===== src/rtl/qsym_pkg.sv =====
// Shared types and helpers for the four-level symbol serializer.
// Assumes symbols are two-bit codes whose bit 1 carries the sign.
package qsym_pkg;
    localparam int SYM_W = 2;

    typedef enum logic [1:0] {
        JOB_BYTE  = 2'd0,
        JOB_BURST = 2'd1,
        JOB_STAT  = 2'd2,
        JOB_RSVD  = 2'd3
    } job_e;

    // Level codes: 11 +3, 10 +1, 00 -1, 01 -3
    localparam logic [1:0] LVL_P3 = 2'b11;
    localparam logic [1:0] LVL_P1 = 2'b10;
    localparam logic [1:0] LVL_M1 = 2'b00;
    localparam logic [1:0] LVL_M3 = 2'b01;

    // Negating a level in this code only flips bit 1.
    function automatic logic [1:0] pol_apply(input logic [1:0] code, input logic inv);
        return code ^ {inv, 1'b0};
    endfunction
endpackage


===== src/rtl/qsym_warmup.sv =====
// Settling counter: after entry to transmit mode, counts WARM_SYMS strobes
// before symbols may be emitted. Held at full count while in receive mode.
module qsym_warmup #(
    parameter int WARM_SYMS = 8
) (
    input  logic clk,
    input  logic rst_n,
    input  logic stb,
    input  logic mode_tx,
    output logic warm_ok
);
    localparam int CW = $clog2(WARM_SYMS + 1);

    logic [CW-1:0] cnt;

    // Reload in receive mode, count strobes down in transmit mode.
    always_ff @(posedge clk) begin
        if (!rst_n) begin
            cnt <= CW'(WARM_SYMS);
        end else if (!mode_tx) begin
            cnt <= CW'(WARM_SYMS);
        end else if (stb && cnt != '0) begin
            cnt <= cnt - 1'b1;
        end
    end

    assign warm_ok = (cnt == '0);

    p_cnt_hold_r5: assert property (@(posedge clk) disable iff (!rst_n)
        (mode_tx && !stb) |=> $stable(cnt));
endmodule


===== src/rtl/qsym_seq.sv =====
// Task sequencer: accepts a task, counts symbols within a byte and bytes
// within a burst, and produces the step strobe, byte request and done pulse.
// Assumes sym_stb is a single-cycle pulse and tx_mode is normally stable
// during a task; a change aborts the task.
module qsym_seq
    import qsym_pkg::*;
#(
    parameter int SYMS_PER_BYTE = 4,
    parameter int BURST_BYTES   = 6
) (
    input  logic       clk,
    input  logic       rst_n,
    input  logic       stb,
    input  logic       start,
    input  logic [1:0] kind,
    input  logic       mode_tx,
    input  logic       warm_ok,
    output logic       accept,
    output logic       busy,
    output logic       step,
    output logic       stat,
    output logic       first,
    output logic       idx0,
    output logic       sym_last,
    output logic       done,
    output logic       byte_req
);
    localparam int IW = (SYMS_PER_BYTE > 1) ? $clog2(SYMS_PER_BYTE) : 1;
    localparam int LW = $clog2(BURST_BYTES + 1);

    logic          mode_q;
    logic          abort;
    logic          task_last;
    logic [IW-1:0] idx;
    logic [LW-1:0] left;
    job_e          job;

    assign job       = job_e'(kind);
    assign abort     = busy && (mode_tx != mode_q);
    assign accept    = start && !busy;
    assign step      = stb && busy && !abort && (!mode_tx || warm_ok);
    assign sym_last  = (idx == IW'(SYMS_PER_BYTE - 1));
    assign idx0      = (idx == '0);
    assign task_last = stat || (sym_last && left == '0);

    // Remember the mode so a change during a task can be seen.
    always_ff @(posedge clk) begin
        if (!rst_n) mode_q <= 1'b0;
        else        mode_q <= mode_tx;
    end

    // Task state: acceptance, symbol/byte counting, completion and abort.
    always_ff @(posedge clk) begin
        if (!rst_n) begin
            busy     <= 1'b0;
            stat     <= 1'b0;
            first    <= 1'b0;
            idx      <= '0;
            left     <= '0;
            done     <= 1'b0;
            byte_req <= 1'b0;
        end else begin
            done     <= 1'b0;
            byte_req <= 1'b0;
            if (accept) begin
                busy  <= 1'b1;
                stat  <= (job == JOB_STAT);
                left  <= (job == JOB_BURST) ? LW'(BURST_BYTES - 1) : '0;
                idx   <= '0;
                first <= 1'b1;
            end else if (abort) begin
                busy <= 1'b0;
            end else if (step) begin
                first <= 1'b0;
                if (task_last) begin
                    busy <= 1'b0;
                    done <= 1'b1;
                end else if (sym_last) begin
                    idx      <= '0;
                    left     <= left - 1'b1;
                    byte_req <= mode_tx;
                end else begin
                    idx <= idx + 1'b1;
                end
            end
        end
    end

    p_done_single_r4: assert property (@(posedge clk) disable iff (!rst_n)
        done |=> !done);
    p_req_busy_r3: assert property (@(posedge clk) disable iff (!rst_n)
        byte_req |-> busy);
    p_req_tx_r3: assert property (@(posedge clk) disable iff (!rst_n)
        byte_req |-> $past(mode_tx));
    p_abort_nodone_r10: assert property (@(posedge clk) disable iff (!rst_n)
        abort |=> !done && !busy);
endmodule


===== src/rtl/qsym_txpath.sv =====
// Transmit datapath: shifts bytes out MSB pair first, or sends the status
// code, applies polarity, and drives the mid-level flag.
// Assumes byte_in holds the next burst byte at the strobe after byte_req.
module qsym_txpath
    import qsym_pkg::*;
#(
    parameter int DATA_W = 8
) (
    input  logic              clk,
    input  logic              rst_n,
    input  logic              stb,
    input  logic              mode_tx,
    input  logic              inv,
    input  logic              accept,
    input  logic              step,
    input  logic              stat,
    input  logic              first,
    input  logic              idx0,
    input  logic [DATA_W-1:0] byte_in,
    input  logic [1:0]        ss_code,
    output logic [1:0]        sym_out,
    output logic              sym_mid
);
    logic [DATA_W-1:0] sh;
    logic [DATA_W-1:0] src;

    // Pick the fresh host byte at the start of every non-first byte.
    always_comb begin
        src = (idx0 && !first) ? byte_in : sh;
    end

    // Shift register: latch first byte on accept, shift on each data step.
    always_ff @(posedge clk) begin
        if (!rst_n) begin
            sh <= '0;
        end else if (accept) begin
            sh <= byte_in;
        end else if (step && mode_tx && !stat) begin
            sh <= src << SYM_W;
        end
    end

    // Output register: a symbol on a transmit step, otherwise mid level.
    always_ff @(posedge clk) begin
        if (!rst_n) begin
            sym_out <= LVL_M1;
            sym_mid <= 1'b1;
        end else if (!mode_tx) begin
            sym_mid <= 1'b1;
        end else if (step) begin
            sym_out <= stat ? pol_apply(ss_code, inv)
                            : pol_apply(src[DATA_W-1 -: SYM_W], inv);
            sym_mid <= 1'b0;
        end else if (stb) begin
            sym_mid <= 1'b1;
        end
    end

    p_sym_hold_r2: assert property (@(posedge clk) disable iff (!rst_n)
        (!stb && mode_tx) |=> $stable(sym_out) && $stable(sym_mid));
endmodule


===== src/rtl/qsym_rxpath.sv =====
// Receive datapath: removes polarity, packs symbols into bytes, and captures
// a single status symbol with a ready flag cleared on the next task.
module qsym_rxpath
    import qsym_pkg::*;
#(
    parameter int DATA_W = 8
) (
    input  logic              clk,
    input  logic              rst_n,
    input  logic              mode_tx,
    input  logic              inv,
    input  logic              accept,
    input  logic              step,
    input  logic              stat,
    input  logic              sym_last,
    input  logic [1:0]        sym_in,
    output logic [DATA_W-1:0] byte_out,
    output logic              byte_vld,
    output logic [1:0]        ss_val,
    output logic              ss_rdy
);
    logic [DATA_W-1:0] sh;
    logic [1:0]        d;
    logic [DATA_W-1:0] nxt;

    assign d   = pol_apply(sym_in, inv);
    assign nxt = {sh[DATA_W-SYM_W-1:0], d};

    // Symbol packing and byte delivery.
    always_ff @(posedge clk) begin
        if (!rst_n) begin
            sh       <= '0;
            byte_out <= '0;
            byte_vld <= 1'b0;
        end else begin
            byte_vld <= 1'b0;
            if (step && !mode_tx && !stat) begin
                sh <= nxt;
                if (sym_last) begin
                    byte_out <= nxt;
                    byte_vld <= 1'b1;
                end
            end
        end
    end

    // Status symbol capture and ready flag.
    always_ff @(posedge clk) begin
        if (!rst_n) begin
            ss_val <= LVL_M1;
            ss_rdy <= 1'b0;
        end else if (accept) begin
            ss_rdy <= 1'b0;
        end else if (step && !mode_tx && stat) begin
            ss_val <= d;
            ss_rdy <= 1'b1;
        end
    end

    p_vld_rx_r6: assert property (@(posedge clk) disable iff (!rst_n)
        byte_vld |-> !$past(mode_tx));
    p_vld_single_r6: assert property (@(posedge clk) disable iff (!rst_n)
        byte_vld |=> !byte_vld);
endmodule


===== src/rtl/qsym_serdes.sv =====
// Top of the direct four-level symbol serializer. Connects the settling
// counter, task sequencer and the two datapaths; forms the interrupt.
// Assumes one task at a time and a symbol strobe at most every other cycle
// when a burst is fed through byte_req.
module qsym_serdes #(
    parameter int DATA_W      = 8,
    parameter int BURST_BYTES = 6,
    parameter int WARM_SYMS   = 8
) (
    input  logic              clk,
    input  logic              rst_n,
    input  logic              sym_stb,
    input  logic              tx_mode,
    input  logic              inv_en,
    input  logic              task_start,
    input  logic [1:0]        task_kind,
    output logic              task_busy,
    output logic              task_done,
    input  logic [DATA_W-1:0] byte_in,
    output logic              byte_req,
    output logic [DATA_W-1:0] byte_out,
    output logic              byte_vld,
    output logic [1:0]        sym_out,
    output logic              sym_mid,
    input  logic [1:0]        sym_in,
    input  logic [1:0]        ss_code,
    output logic [1:0]        ss_val,
    output logic              ss_rdy,
    input  logic              ss_irq_en,
    output logic              irq
);
    localparam int SPB = DATA_W / qsym_pkg::SYM_W;

    logic warm_ok;
    logic accept;
    logic step;
    logic stat;
    logic first;
    logic idx0;
    logic sym_last;

    qsym_warmup #(.WARM_SYMS(WARM_SYMS)) u_warm (
        .clk(clk), .rst_n(rst_n), .stb(sym_stb), .mode_tx(tx_mode),
        .warm_ok(warm_ok)
    );

    qsym_seq #(.SYMS_PER_BYTE(SPB), .BURST_BYTES(BURST_BYTES)) u_seq (
        .clk(clk), .rst_n(rst_n), .stb(sym_stb), .start(task_start),
        .kind(task_kind), .mode_tx(tx_mode), .warm_ok(warm_ok),
        .accept(accept), .busy(task_busy), .step(step), .stat(stat),
        .first(first), .idx0(idx0), .sym_last(sym_last),
        .done(task_done), .byte_req(byte_req)
    );

    qsym_txpath #(.DATA_W(DATA_W)) u_tx (
        .clk(clk), .rst_n(rst_n), .stb(sym_stb), .mode_tx(tx_mode),
        .inv(inv_en), .accept(accept), .step(step), .stat(stat),
        .first(first), .idx0(idx0), .byte_in(byte_in), .ss_code(ss_code),
        .sym_out(sym_out), .sym_mid(sym_mid)
    );

    qsym_rxpath #(.DATA_W(DATA_W)) u_rx (
        .clk(clk), .rst_n(rst_n), .mode_tx(tx_mode), .inv(inv_en),
        .accept(accept), .step(step), .stat(stat), .sym_last(sym_last),
        .sym_in(sym_in), .byte_out(byte_out), .byte_vld(byte_vld),
        .ss_val(ss_val), .ss_rdy(ss_rdy)
    );

    // Interrupt request from a waiting status symbol.
    always_comb begin
        irq = ss_rdy && ss_irq_en;
    end

    p_warm_mid_r5: assert property (@(posedge clk) disable iff (!rst_n)
        !warm_ok |-> sym_mid);
    p_rx_mid_r5: assert property (@(posedge clk) disable iff (!rst_n)
        !tx_mode |=> sym_mid);
    p_rdy_with_done_r8: assert property (@(posedge clk) disable iff (!rst_n)
        $rose(ss_rdy) |-> task_done);
endmodule


===== config.mk =====
export PLATFORM = sky130hd
export DESIGN_NAME = qsym_serdes
export DESIGN_NICKNAME = d
export VERILOG_FILES = /design/src/rtl/qsym_pkg.sv /design/src/rtl/qsym_warmup.sv /design/src/rtl/qsym_seq.sv /design/src/rtl/qsym_txpath.sv /design/src/rtl/qsym_rxpath.sv /design/src/rtl/qsym_serdes.sv
export SDC_FILE = /design/constraint.sdc
export NUM_CORES = 1
export LEC_CHECK = 0
export BUFFER_PORTS_ARGS = -buffer_cell sky130_fd_sc_hd__buf_2
export CAP_MARGIN = 5
export CORE_MARGIN = 3
export CORE_UTILIZATION = 45
export DETAILED_ROUTE_END_ITERATION = 10
export PLACE_DENSITY = 0.71
export SYNTH_ARGS = -nofsm -noshare
export SYNTH_HDL_FRONTEND = slang
export SYNTH_SLANG_ARGS = --single-unit

===== constraint.sdc =====
create_clock -name clk -period 3.1 [get_ports clk]
set_clock_uncertainty 0.1 [all_clocks]
set_input_delay 0.155 -clock clk [delete_from_list [all_inputs] [get_ports clk]]
set_output_delay 0.155 -clock clk [all_outputs]
set_load 0.05 [all_outputs]

==> reports/results.tsv <==
stage	metric	value	unit
route	post-route ant nets	0	
critical_path	Largest delay share family, worst path	compound AO/OA/AOI/OAI gates	
critical_path	CP Class	reg -> reg	
clock_network	insertion delay to the later sink of the worst-skew pair	300	ps
clock_network	Reg clk slew, reported paths	80	ps
timing	worst setup slack after layout	808.4	ps
power	internal power	823.2	µW
timing	endpoints failing hold	0	
route	DR pass1 iterations	4	
die	Die ar.	5303	µm²
layout	n_diodes	0	
layout	final instance area	2321	µm²
die	die width	72.83	µm
yosys	Yosys top cell by area	dfxtp_1	
die	Die H	72.83	µm
clock_network	maximum clock path buffer count	2	
power	combinational power share	0.126	
critical_path	crit path cell chain	inv_1 -> ha_1 -> or3b_1 -> o41ai_4 -> nand2_2 -> o22ai_1	
layout	Finished Core Util	0.5601	
yosys	Synth top cells by count	dfxtp_1, nand2_1, mux2i_1, inv_1, nor2_1	
die	Rows	23	
timing	setup TNS	0	ps
layout	synth-to-layout area growth	15.50	%
global_routing	largest net degree at the start of global routing	21	
yosys	Post-Syn Instances	225	
power	leakage	1.067	nW
clock_network	number of post-CTS setup repair buffers	0	
timing	Least-Margin Pin Slew	739.8	ps
clock_network	# clock sinks	44	
clock_network	CTS Hold Bufs	0	
global_routing	GRT Overall Usage	0.1608	
timing	RSZ-0062 raised after global routing	no	
power	switching power total	289.1	µW
layout	Non-Filler Instances	312	
layout	Final nets	287	
global_routing	number of global-route vias before repair	1473	
placed_design	Port Buffers	39	
yosys	count leader, synth	dfxtp_1	
critical_path	Startpoint Class	register	
yosys	share of the synthesized area in the top cell type	0.4384	
critical_path	max incr delay on CP	620	ps
clock_network	post-CTS sizing	0	
yosys	Unique masters post-synth	42	
clock_network	H-tree levels	2	
clock_network	total CTS buffers	5	
power	PD cells	479.3	nW/µm²
power	Final Power	1.112	mW
critical_path	CP required	3230	ps
yosys	Yosys warning count	0	
route	average wire per cell in the routed design	12.71	µm
run_status	status	completed	
worst_hold_path	Hold Path Origin	sym_in[0]	
layout	fraction of layout cells with a size suffix above 1	0.2214	
yosys	asr flop ratio synth	0	
timing	final slew viol count	0	
critical_path	CP arrival	2420	ps
placed_design	pre-CTS WS	834.9	ps
die	Ports	40	
route	DR DRC count	0	
yosys	Net Count, Synth	251	
route	vias	1672	
critical_path	slowest CP cell	o41ai_4	
die	Initial Util	0.4849	
yosys	EDFF count, synth	0	
power	clock power share	0.338	
placed_design	DP HPWL	2840	µm
timing	fin crit share	0.7392	
global_routing	first-pass GRT wire length	6644	µm
power	Reg power frac	0.535	
placed_design	DP Area	2227	µm²
power	Worst IR Drop VDD	0.3057	mV
timing	hold_ws	22.60	ps
global_routing	initial antenna violation count	0	
clock_network	Root Buffer	clkbuf_8	
timing	max_slew headroom	0.5058	
critical_path	Buf+Inv Stages, Crit Path	1	
yosys	synth top area cells	dfxtp_1, mux2i_1, nand2_1	
critical_path	crit path capture type	register	
global_routing	total gr overflow	0	
yosys	prevailing post-synth register cell	dfxtp_1	
yosys	synthesized area per cell	8.931	µm²
critical_path	worst reg2reg path startpoint	u_warm.cnt[0]	
timing	endpoints failing setup	0	
timing	min Tclk post-route	2292	ps
placed_design	placed cell count	304	
timing	FMAX	0.4364	GHz
power	sw frac	0.2599	
critical_path	CP Max Fanout	10	
die	Core Region	4144	µm²
run	Max Cap Viol	0	
yosys	netlist area before placement	2009	µm²
critical_path	crit path from	u_warm.cnt[0]	
route	vias per std cell	5.359	
route	DRT Wirelength	3966	µm
placed_design	gpl congestion	0.7834	
clock_network	TritonCTS clock tree	yes	
yosys	Seq/Total Area, Yosys	0.4384	
route	initial DRC count	98	
yosys	Seq cells post-synth	44	
worst_hold_path	Hold Crit Class	in -> reg	
## flip-flops by register name, indices dropped and copies added, names as in the netlist
| register | cells |
|---|---|
| u_rx.byte_out | 8 |
| u_tx.sh | 8 |
| u_rx.sh | 6 |
| u_warm.cnt | 4 |
| u_seq.left | 3 |
| u_rx.ss_val | 2 |
| u_seq.idx | 2 |
| u_tx.sym_out | 2 |
| u_rx.byte_vld | 1 |
| u_rx.ss_rdy | 1 |
| u_seq.busy | 1 |
| u_seq.byte_req | 1 |
| u_seq.done | 1 |
| u_seq.first | 1 |
| u_seq.mode_q | 1 |
| u_seq.stat | 1 |
| u_tx.sym_mid | 1 |
## layout by cell type (no fill, tap or decap), drive strengths merged, types with 7 or more instances in the layout
cell type,netlist,routed
dfxtp,44,44
buf,3,41
nand2,26,26
mux2i,19,19
inv,17,17
nor2,17,17
a21oi,14,14
nand3,9,9
o22ai,8,8
o21ai,7,7
clkbuf,9,7
## kinds of logic (layout without fill, tap and decap cells)
group | after synthesis | in the layout | share of synthesized area
XOR/XNOR | 4 | 4 | 0.01744
multiplexers | 23 | 23 | 0.1171
buffers and inverters | 29 | 66 | 0.05915
AND/OR/NAND/NOR | 75 | 75 | 0.1818
AO/OA/AOI/OAI | 45 | 45 | 0.1550
adder cells (fa/ha/maj) | 5 | 5 | 0.03113
flip-flops | 44 | 44 | 0.4384
## worst paths after layout
kind / end / slack [ps] / depth (start not counted)
worst min register to register: u_rx.sh[4] / 360 / 2
worst max register to register: u_tx.sh[3] / 810 / 6
worst max-delay path: u_tx.sh[3] / 810 / 6
worst min-delay path: u_rx.sh[0] / 20 / 3
## final cells by class
| type | instances | area [µm²] |
|---|---|---|
| clock inverters | 1 | 7.507 |
| multi-input cells | 152 | 1010 |
| fillers | 401 | 1823 |
| flip-flops and latches | 44 | 880.8 |
| clock buffers | 7 | 86.33 |
| repair buffers | 41 | 210.2 |
| inverters | 17 | 63.81 |
| well taps | 50 | 62.56 |
## power by group through the flow
stage | registers [mW] | clock network (mW) | logic [mW]
detailed placement | 0.609 | 0 | 0.140
floorplan | 0.610 | 0 | 0.102
global route | 0.598 | 0.404 | 0.158
global placement | 0.609 | 0 | 0.138
finish | 0.596 | 0.376 | 0.141
CTS | 0.596 | 0.387 | 0.141
## worst register-to-register path: stages (launching register included)
cell	delay, ps
dfxtp_1	320
inv_1	90
ha_1	180
or3b_1	530
o41ai_4	620
nand2_2	190
o22ai_1	200
## layer usage
layer	GRT usage	wire length, µm	share of wire	up-vias
met5	0	0	0	-
met2	0.2425	1724	0.43	49
met4	0.06557	63	0.016	0
met1	0.2112	1933	0.49	756
met3	0.05372	243	0.061	8
li1	-	-	-	859
No activity file was read; power rests on OpenSTA's default activity.
